[config.mk]
export PLATFORM = sky130hd
export DESIGN_NAME = alu8_core
export DESIGN_NICKNAME = d
export VERILOG_FILES = /design/src/rtl/alu8_pkg.sv /design/src/rtl/alu8_ctrl.sv /design/src/rtl/alu8_datapath.sv /design/src/rtl/alu8_core.sv
export SDC_FILE = /design/constraint.sdc
export NUM_CORES = 1
export LEC_CHECK = 0
export BUFFER_PORTS_ARGS = -buffer_cell sky130_fd_sc_hd__buf_2
export CORE_UTILIZATION = 30
export CTS_CLUSTER_DIAMETER = 50
export DETAILED_ROUTE_END_ITERATION = 10
export SYNTH_ARGS = -nofsm -noshare
export SYNTH_HDL_FRONTEND = slang
export SYNTH_SLANG_ARGS = --single-unit
[constraint.sdc]
create_clock -name clk -period 3.4 [get_ports clk]
set_clock_uncertainty 0.2 [all_clocks]
set_input_delay 0 -clock clk [delete_from_list [all_inputs] [get_ports clk]]
set_output_delay 0 -clock clk [all_outputs]
set_load 0.01 [all_outputs]
[src/rtl/alu8_pkg.sv]
package alu8_pkg;

  typedef enum logic [3:0] {
    OP_ADD  = 4'd0,
    OP_ADC  = 4'd1,
    OP_SUB  = 4'd2,
    OP_SBC  = 4'd3,
    OP_AND  = 4'd4,
    OP_OR   = 4'd5,
    OP_XOR  = 4'd6,
    OP_RLC  = 4'd7,
    OP_RRC  = 4'd8,
    OP_RL   = 4'd9,
    OP_RR   = 4'd10,
    OP_SLA  = 4'd11,
    OP_SRA  = 4'd12,
    OP_SRL  = 4'd13,
    OP_RSV0 = 4'd14,
    OP_RSV1 = 4'd15
  } aluOp_e;

  typedef enum logic [1:0] {
    LG_AND = 2'd0,
    LG_OR  = 2'd1,
    LG_XOR = 2'd2
  } logicSel_e;

  // fill source for the bit entering a shift
  typedef enum logic [1:0] {
    SH_CIRC  = 2'd0,
    SH_THRU  = 2'd1,
    SH_ARITH = 2'd2,
    SH_ZERO  = 2'd3
  } shKind_e;

  typedef struct packed {
    logic      arith;
    logic      sub;
    logic      useCarry;
    logic      logicOp;
    logicSel_e lsel;
    logic      shift;
    logic      left;
    shKind_e   skind;
    logic      hold;
  } aluCtrl_t;

  // status byte bit positions (decoded by downstream condition logic)
  localparam int FLAG_S = 7;
  localparam int FLAG_Z = 6;
  localparam int FLAG_H = 4;
  localparam int FLAG_P = 2;
  localparam int FLAG_N = 1;
  localparam int FLAG_C = 0;
  localparam int FLAG_W = 8;

endpackage

[src/rtl/alu8_ctrl.sv]
module alu8_ctrl
  import alu8_pkg::*;
(
  input  logic [3:0] op,
  output aluCtrl_t   ctrl
);

  aluOp_e opE;
  assign opE = aluOp_e'(op);

  always_comb begin
    ctrl = '0;
    ctrl.lsel  = LG_AND;
    ctrl.skind = SH_CIRC;
    unique case (opE)
      OP_ADD: ctrl.arith = 1'b1;
      OP_ADC: begin ctrl.arith = 1'b1; ctrl.useCarry = 1'b1; end
      OP_SUB: begin ctrl.arith = 1'b1; ctrl.sub = 1'b1; end
      OP_SBC: begin ctrl.arith = 1'b1; ctrl.sub = 1'b1; ctrl.useCarry = 1'b1; end
      OP_AND: begin ctrl.logicOp = 1'b1; ctrl.lsel = LG_AND; end
      OP_OR:  begin ctrl.logicOp = 1'b1; ctrl.lsel = LG_OR;  end
      OP_XOR: begin ctrl.logicOp = 1'b1; ctrl.lsel = LG_XOR; end
      OP_RLC: begin ctrl.shift = 1'b1; ctrl.left = 1'b1; ctrl.skind = SH_CIRC;  end
      OP_RRC: begin ctrl.shift = 1'b1; ctrl.left = 1'b0; ctrl.skind = SH_CIRC;  end
      OP_RL:  begin ctrl.shift = 1'b1; ctrl.left = 1'b1; ctrl.skind = SH_THRU;  end
      OP_RR:  begin ctrl.shift = 1'b1; ctrl.left = 1'b0; ctrl.skind = SH_THRU;  end
      OP_SLA: begin ctrl.shift = 1'b1; ctrl.left = 1'b1; ctrl.skind = SH_ZERO;  end
      OP_SRA: begin ctrl.shift = 1'b1; ctrl.left = 1'b0; ctrl.skind = SH_ARITH; end
      OP_SRL: begin ctrl.shift = 1'b1; ctrl.left = 1'b0; ctrl.skind = SH_ZERO;  end
      default: ctrl.hold = 1'b1;
    endcase
  end

endmodule

[src/rtl/alu8_datapath.sv]
module alu8_datapath
  import alu8_pkg::*;
#(
  parameter int DW = 8
) (
  input  logic              clk,
  input  logic              rst_n,
  input  aluCtrl_t          ctrl,
  input  logic [DW-1:0]     accIn,
  input  logic [DW-1:0]     operandIn,
  input  logic              flagWe,
  input  logic              flagLoad,
  input  logic [FLAG_W-1:0] flagLoadVal,
  output logic [DW-1:0]     result,
  output logic [FLAG_W-1:0] flagsNext,
  output logic [FLAG_W-1:0] flags
);

  localparam int NW = DW / 2;

  logic          storedC;
  logic          carryIn;
  logic [DW:0]   addFull;
  logic [DW:0]   subFull;
  logic [NW:0]   addNib;
  logic [NW:0]   subNib;
  logic [DW-1:0] arithRes;
  logic [DW-1:0] logicRes;
  logic [DW-1:0] shiftRes;
  logic          shiftOut;
  logic          fillBit;
  logic          aSign;
  logic          bSign;
  logic          rSign;
  logic          ovf;

  assign storedC = flags[FLAG_C];
  assign carryIn = ctrl.useCarry & storedC;

  // adder and subtractor, full width and low nibble
  always_comb begin
    addFull = {1'b0, accIn} + {1'b0, operandIn} + {{DW{1'b0}}, carryIn};
    subFull = {1'b0, accIn} - {1'b0, operandIn} - {{DW{1'b0}}, carryIn};
    addNib  = {1'b0, accIn[NW-1:0]} + {1'b0, operandIn[NW-1:0]} + {{NW{1'b0}}, carryIn};
    subNib  = {1'b0, accIn[NW-1:0]} - {1'b0, operandIn[NW-1:0]} - {{NW{1'b0}}, carryIn};
    arithRes = ctrl.sub ? subFull[DW-1:0] : addFull[DW-1:0];
  end

  assign aSign = accIn[DW-1];
  assign bSign = operandIn[DW-1];
  assign rSign = arithRes[DW-1];
  assign ovf   = ctrl.sub ? ((aSign != bSign) && (rSign != aSign))
                          : ((aSign == bSign) && (rSign != aSign));

  always_comb begin
    unique case (ctrl.lsel)
      LG_OR:   logicRes = accIn | operandIn;
      LG_XOR:  logicRes = accIn ^ operandIn;
      default: logicRes = accIn & operandIn;
    endcase
  end

  // one-bit shifter: choose the incoming bit, then move
  always_comb begin
    shiftOut = ctrl.left ? accIn[DW-1] : accIn[0];
    unique case (ctrl.skind)
      SH_CIRC:  fillBit = shiftOut;
      SH_THRU:  fillBit = storedC;
      SH_ARITH: fillBit = ctrl.left ? 1'b0 : accIn[DW-1];
      default:  fillBit = 1'b0;
    endcase
    shiftRes = ctrl.left ? {accIn[DW-2:0], fillBit} : {fillBit, accIn[DW-1:1]};
  end

  logic fC, fH, fP, fN;

  always_comb begin
    result = accIn;
    fC = 1'b0;
    fH = 1'b0;
    fP = 1'b0;
    fN = 1'b0;
    if (ctrl.arith) begin
      result = arithRes;
      fC = ctrl.sub ? subFull[DW] : addFull[DW];
      fH = ctrl.sub ? subNib[NW] : addNib[NW];
      fP = ovf;
      fN = ctrl.sub;
    end else if (ctrl.logicOp) begin
      result = logicRes;
      fH = (ctrl.lsel == LG_AND);
      fP = ~^logicRes;
    end else if (ctrl.shift) begin
      result = shiftRes;
      fC = shiftOut;
      fP = ~^shiftRes;
    end
  end

  always_comb begin
    if (ctrl.hold) begin
      flagsNext = flags;
    end else begin
      flagsNext = '0;
      flagsNext[FLAG_S] = result[DW-1];
      flagsNext[FLAG_Z] = (result == '0);
      flagsNext[FLAG_H] = fH;
      flagsNext[FLAG_P] = fP;
      flagsNext[FLAG_N] = fN;
      flagsNext[FLAG_C] = fC;
    end
  end

  always_ff @(posedge clk or negedge rst_n) begin
    if (!rst_n) begin
      flags <= '0;
    end else if (flagLoad) begin
      flags <= flagLoadVal;
    end else if (flagWe) begin
      flags <= flagsNext;
    end
  end

endmodule

[src/rtl/alu8_core.sv]
module alu8_core
  import alu8_pkg::*;
#(
  parameter int DW = 8
) (
  input  logic              clk,
  input  logic              rst_n,
  input  logic [3:0]        op,
  input  logic [DW-1:0]     accIn,
  input  logic [DW-1:0]     operandIn,
  input  logic              flagWe,
  input  logic              flagLoad,
  input  logic [FLAG_W-1:0] flagLoadVal,
  output logic [DW-1:0]     result,
  output logic [FLAG_W-1:0] flagsNext,
  output logic [FLAG_W-1:0] flags
);

  aluCtrl_t ctrl;

  alu8_ctrl u_ctrl (
    .op   (op),
    .ctrl (ctrl)
  );

  alu8_datapath #(.DW(DW)) u_dp (
    .clk         (clk),
    .rst_n       (rst_n),
    .ctrl        (ctrl),
    .accIn       (accIn),
    .operandIn   (operandIn),
    .flagWe      (flagWe),
    .flagLoad    (flagLoad),
    .flagLoadVal (flagLoadVal),
    .result      (result),
    .flagsNext   (flagsNext),
    .flags       (flags)
  );

endmodule

# Yosys cells after proc, flatten, opt, wreduce, memory -nomap -nowiden
# Cells that the tools add are included.
[op_classes]
add_sub_neg = 8
n_eq_ne = 20
mux = 29
bitwise_logic = 4
n_reduce_logical = 13
[ops]
columns = ["operator", "count"]
rows = [
  ["8-bit 2-to-1 mux", 8],
  ["4-bit one-hot mux with 7 select lines", 1],
  ["4-bit == test, second input constant", 6],
  ["1-bit 2-to-1 mux", 17],
  ["4-bit by 3-bit == test with 1-bit output, second input constant", 4],
  ["8-bit one-hot mux with 2 select lines", 1],
  ["8-bit XNOR reduction", 2],
  ["14-bit OR reduction", 1],
  ["8-bit by 8-bit adder with 9-bit output", 1],
  ["9-bit by 1-bit adder with 9-bit output", 1],
  ["3-bit one-hot mux with 3 select lines", 1],
  ["8-bit by 8-bit subtractor with 9-bit output", 1],
  ["9-bit by 1-bit subtractor with 9-bit output", 1],
  ["8-bit AND", 1],
  ["4-bit by 2-bit == test with 1-bit output, second input constant", 2],
  ["8-bit zero test", 1],
  ["8-bit bitwise OR", 1],
  ["8-bit bitwise XOR", 1],
  ["4-bit by 4-bit adder with 5-bit output", 1],
  ["5-bit by 1-bit adder with 5-bit output", 1],
  ["4-bit by 4-bit subtractor with 5-bit output", 1],
  ["5-bit by 1-bit subtractor with 5-bit output", 1],
  ["2-bit by 1-bit == test with 1-bit output, second input constant", 2],
  ["2-bit == test, second input constant", 2],
  ["other kinds (11)", 15],
]
[word_totals]
register_bits = 8
input_bits = 32
elab_cells = 75

# Longest topological paths before layout
[logic_depth]
depth_word = 13
mapped_depth = 15
mapped_depth_nobuf = 13

# Modules after synthesis
# Synthesis repeated with hierarchy kept, for this count alone.
[hier_totals]
hier_cells = 352
area_unflattened_um2 = 2578.7
[by_module_without_submodules]
columns = ["mod", "n_inst", "cells_per_inst", "area_each_um2"]
rows = [
  ["alu8_datapath", 1, 331, 2432.3],
  ["alu8_ctrl", 1, 21, 146.4],
]

# Worst setup path before layout
# Ideal clock, no wire load.
[synth_timing]
path_kind = "in2reg"
from = "input op[2]"
to = "register u_dp.flags[6]"
setup_ns = 0.082
arrival_time_ns = 2.937
required_time_ns = 3.118
path_slack_ns = 0.181
stages = 14
cell_sequence = "buf_2 -> buf_6 -> nor2_4 -> nand3_1 -> fa_1 -> fa_1 -> o21a_1 -> nor2_1 -> xor2_1 -> nor2_1 -> a311oi_1 -> o211ai_1 -> or4_1 -> a31oi_1"
[synth_between]
elab_chain_cells = 12
elab_cells_between_ends = 44
[synth_rtl]
columns = ["item", "line_no", "source"]
rows = [
  ["start: declaration", "alu8_core.sv:8", "input logic [3:0] op,"],
  ["branches (longest 9 deep; another with 9-bit by 1-bit adder with 9-bit output)", "--", ""],
  ["8-bit 2-to-1 mux (*)", "alu8_datapath.sv:101", "if (ctrl.hold) begin"],
  ["8-bit 2-to-1 mux (*)", "alu8_datapath.sv:119", "end else if (flagWe) begin"],
  ["8-bit 2-to-1 mux (*)", "alu8_datapath.sv:117", "end else if (flagLoad) begin"],
  ["end signal: assignment", "alu8_datapath.sv:118", "flags <= flagLoadVal;"],
  ["end signal: assignment", "alu8_datapath.sv:120", "flags <= flagsNext;"],
  ["end: declaration", "alu8_datapath.sv:16", "output logic [FLAG_W-1:0] flags"],
]
# Mark *: on every way between the ends. The select of a mux whose other input is x is not followed.
# A chain may end at the register's enable or synchronous reset.

# Final worst setup path
[layout_timing]
from = "register u_dp.flags[0]"
to = "output flagsNext[6]"
[layout_between]
elab_chain_cells = 7
elab_cells_between_ends = 11
[layout_rtl]
columns = ["item", "line_no", "source"]
rows = [
  ["branches (longest 4 deep; another with 9-bit by 1-bit adder with 9-bit output)", "--", ""],
  ["8-bit 2-to-1 mux (*)", "alu8_datapath.sv:83", "if (ctrl.arith) begin"],
  ["8-bit zero test (*)", "alu8_datapath.sv:106", "flagsNext[FLAG_Z] = (result == '0);"],
  ["8-bit 2-to-1 mux (*)", "alu8_datapath.sv:101", ""],
  ["end: declaration", "alu8_core.sv:15", "output logic [FLAG_W-1:0] flagsNext,"],
]
# Mark *: on every way between the ends.

==> impl_metrics.yaml <==
synth:
  syn_avg_cell_area_um2: 7.376
  syn_area_um2: 2678
  synth.most_common_cell: "nand2_1"
  seq_area_frac_synth_pct: 7.477
  ys_types: 74
  synth_top_area_share_pct: 15.89
  synth_ff_type: "dfrtp_1"
  synth_area_leaders: "ha_1 16%, dfrtp_1 7.5%, nand2_1 5.5%, xnor2_1 5.2%, inv_1 4.8%"
  synthArstFlopShare_pct: 100.0
  synthTopCellsByCount: "39 x nand2_1, 34 x ha_1, 34 x inv_1"
  synthCells: 363
  ys_seq_elements: 8
  synth_area_leader_cell: "ha_1"
  synth_nets: 433
  synth_edf_count: 0
  ys_warn_count: 0
cells_and_area:
  area_delta_synth_final_pct: 25.98
  fin_area_um2: 3373
  reg_top3: "u_dp.flags (8)"
  largest_register_ffs: 8
  largest-register: "u_dp.flags"
  n_antenna_cell: 0
  drive_gt1_share_pct: 25.34
  layout.nets: 510
  final_core_util_pct: 38.87
setup_path:
  cp.arrival_ns: 3.20
  cpMostUsedCell: "o21a_1"
  cp.required_ns: 3.20
  critPathSlowestCell: "fa_2"
  crit_fanout: 3
  critPathKind: "reg -> out"
  cpPeakStageDelay_ns: 0.58
  crit_buf_inv: 2
  crit_path_cell_trace: "nand3_2 > fa_2 > inv_2 > ha_2 > o21a_1 > o21a_1 > o21ai_2 > a211o_1 > o311ai_1 > o2bb2ai_1 > or4_4 > nand2_1 > buf_2"
  path_delay_family: "compound AO/OA/AOI/OAI gates"
  end_kind: "output port"
  cp-start-kind: "flip-flop"
global_route:
  grt_pass1_wl_um: 13280
  grt-ovfl-total: 0
  grt.total_usage_pct: 18.09
  grt_pass1_vias: 2788
  antenna_found_initial: 0
  grt_max_degree: 29
clock_network:
  cts_sinks: 8
  cts-root-buf: "clkbuf_8"
  clk_latency_ns: 0.23
  numCtsBuffers: 3
  clk_pin_slew_ns: 0.04
  clockBufferDepth: 2
  cts_max_level: 1
  cts_tree: "built"
outcome:
  violations: "setup timing"
  status: "complete, but fails checks"
timing:
  worst_slack_ns: -0.003667
  hold_viol: 0
  worst_pin_slew_ns: 0.4685
  period_minus_slack_ns: 3.404
  fmax_mhz: 293.8
  setup_viol: 1
  tns_ns: -0.003667
  finalMaxSlewViolations: 0
  slew_headroom_pct: 68.50
  rsz0062_at_grt: "yes"
  period_share_pct: 100.1
detailed_routing:
  vias_per_cell: 5.319
  first_pass_iters: 4
  dr_total_vias: 2904
  ant_nets: 0
  drc: 0
  dr.first_iter.drc_count: 212
  wire_per_inst_um: 15.41
  drt_wl_total_um: 8412
placement:
  post_dp_cell_area_um2: 3053
  finalWeightedCongestion: 0.9155
  dp_worst_setup_slack_ns: 0.05626
  hpwl_um: 6536
  io_buffers: 55
hold_path:
  hold_class: "in -> reg"
pwr:
  irDropWorstVdd_mv: 0.09198
  p_leak_nw: 1.510
  power.total_uw: 799.2
  power_density_nw_per_um2: 236.9
die:
  die_y_um: 96.48
  die_w_um: 96.48
  coreArea_um2: 8678
  dieArea_um2: 9307
  pin_count: 56
  rows: 34
  start_util_pct: 30.85
run:
  drv_cap: 0
worst paths after layout:
kind | from | cells after the start | slack, ns | end
min reg2reg | u_dp.flags[6] | 2 | 0.38 | u_dp.flags[6]
max reg2reg | u_dp.flags[0] | 12 | 0.20 | u_dp.flags[6]
min | flagWe | 3 | 0.01 | u_dp.flags[4]
max | u_dp.flags[0] | 13 | -0.004 | flagsNext[6]
max in group asynchronous | rst_n | 3 | 2.12 | u_dp.flags[0]
min in group asynchronous | rst_n | 3 | 0.60 | u_dp.flags[2]
cell usage in the layout, fill, tap and decap left out, types with 16 or more instances in the layout:
| cell type | n |
|---|---|
| nor2_1 | 23 |
| a21oi_1 | 16 |
| dlygate4sd3_1 | 19 |
| xnor2_1 | 16 |
| nand2_1 | 39 |
| inv_1 | 33 |
| ha_1 | 33 |
| buf_2 | 55 |
| o21ai_0 | 22 |
| buf_4 | 17 |
worst reg2reg max path, stage by stage (launching register included):
cell,delay [ns]
dfrtp_1,0.36
nand3_2,0.12
fa_2,0.58
inv_2,0.04
ha_2,0.15
o21a_1,0.18
o21a_1,0.24
o21ai_2,0.16
a211o_1,0.15
o311ai_1,0.12
o2bb2ai_1,0.17
or4_4,0.51
a31oi_1,0.15
cells by family (layout without fill, tap and decap cells):
| family | after synthesis | in the layout | synth area share, % |
|---|---|---|---|
| buffers and inverters | 54 | 129 | 9.859 |
| DFF | 8 | 8 | 7.477 |
| adders and majority gates | 38 | 38 | 18.88 |
| AOI/OAI and AO/OA | 121 | 121 | 31.82 |
| xor gates and xnor gates | 21 | 21 | 6.869 |
| muxes | 8 | 8 | 3.037 |
| and+or+nand+nor | 113 | 113 | 22.06 |
report_power, final:
part / switching, mW / total, mW / internal, mW
logic: 0.317 / 0.573 / 0.256
clock network: 0.0366 / 0.113 / 0.0766
registers: 0.00732 / 0.113 / 0.106
metrics by stage:
| stage | instances | hold WS, ns |
|---|---|---|
| floorplan | 363 | -0.4956 |
| finish | 546 | 0.01075 |
| global route | 546 | 0.04626 |
| CTS | 545 | 0.005394 |
| detailed placement | 520 | -0.3430 |
| global placement | 520 | -0.3458 |
routing by layer:
| metal | global-route usage (%) | routed length, um |
|---|---|---|
| met1 | 23.94 | 3838 |
| met2 | 30.87 | 3993 |
| met4 | 3.922 | 178 |
| met5 | 0 | 0 |
| met3 | 2.739 | 403 |
area by class of cell:
cell class / count / area [um^2]
inverter: 35 / 131.4
clock buffer: 3 / 41.29
timing repair buffer: 91 / 593.1
tap: 108 / 135.1
fill: 922 / 5305
multi-input combinational: 301 / 2272
sequential: 8 / 200.2
what timing repair did:
item                                    4_1_cts  5_1_grt
setup buffers                                 3        1
resized for setup                            11        6
cloned                                        0        0
hold endpoints to repair                     16        0
pin swaps                                    12        7
endpoints found under the setup margin        2        3
hold buffers                                 19        0
Power figures use the tool's default switching activity.
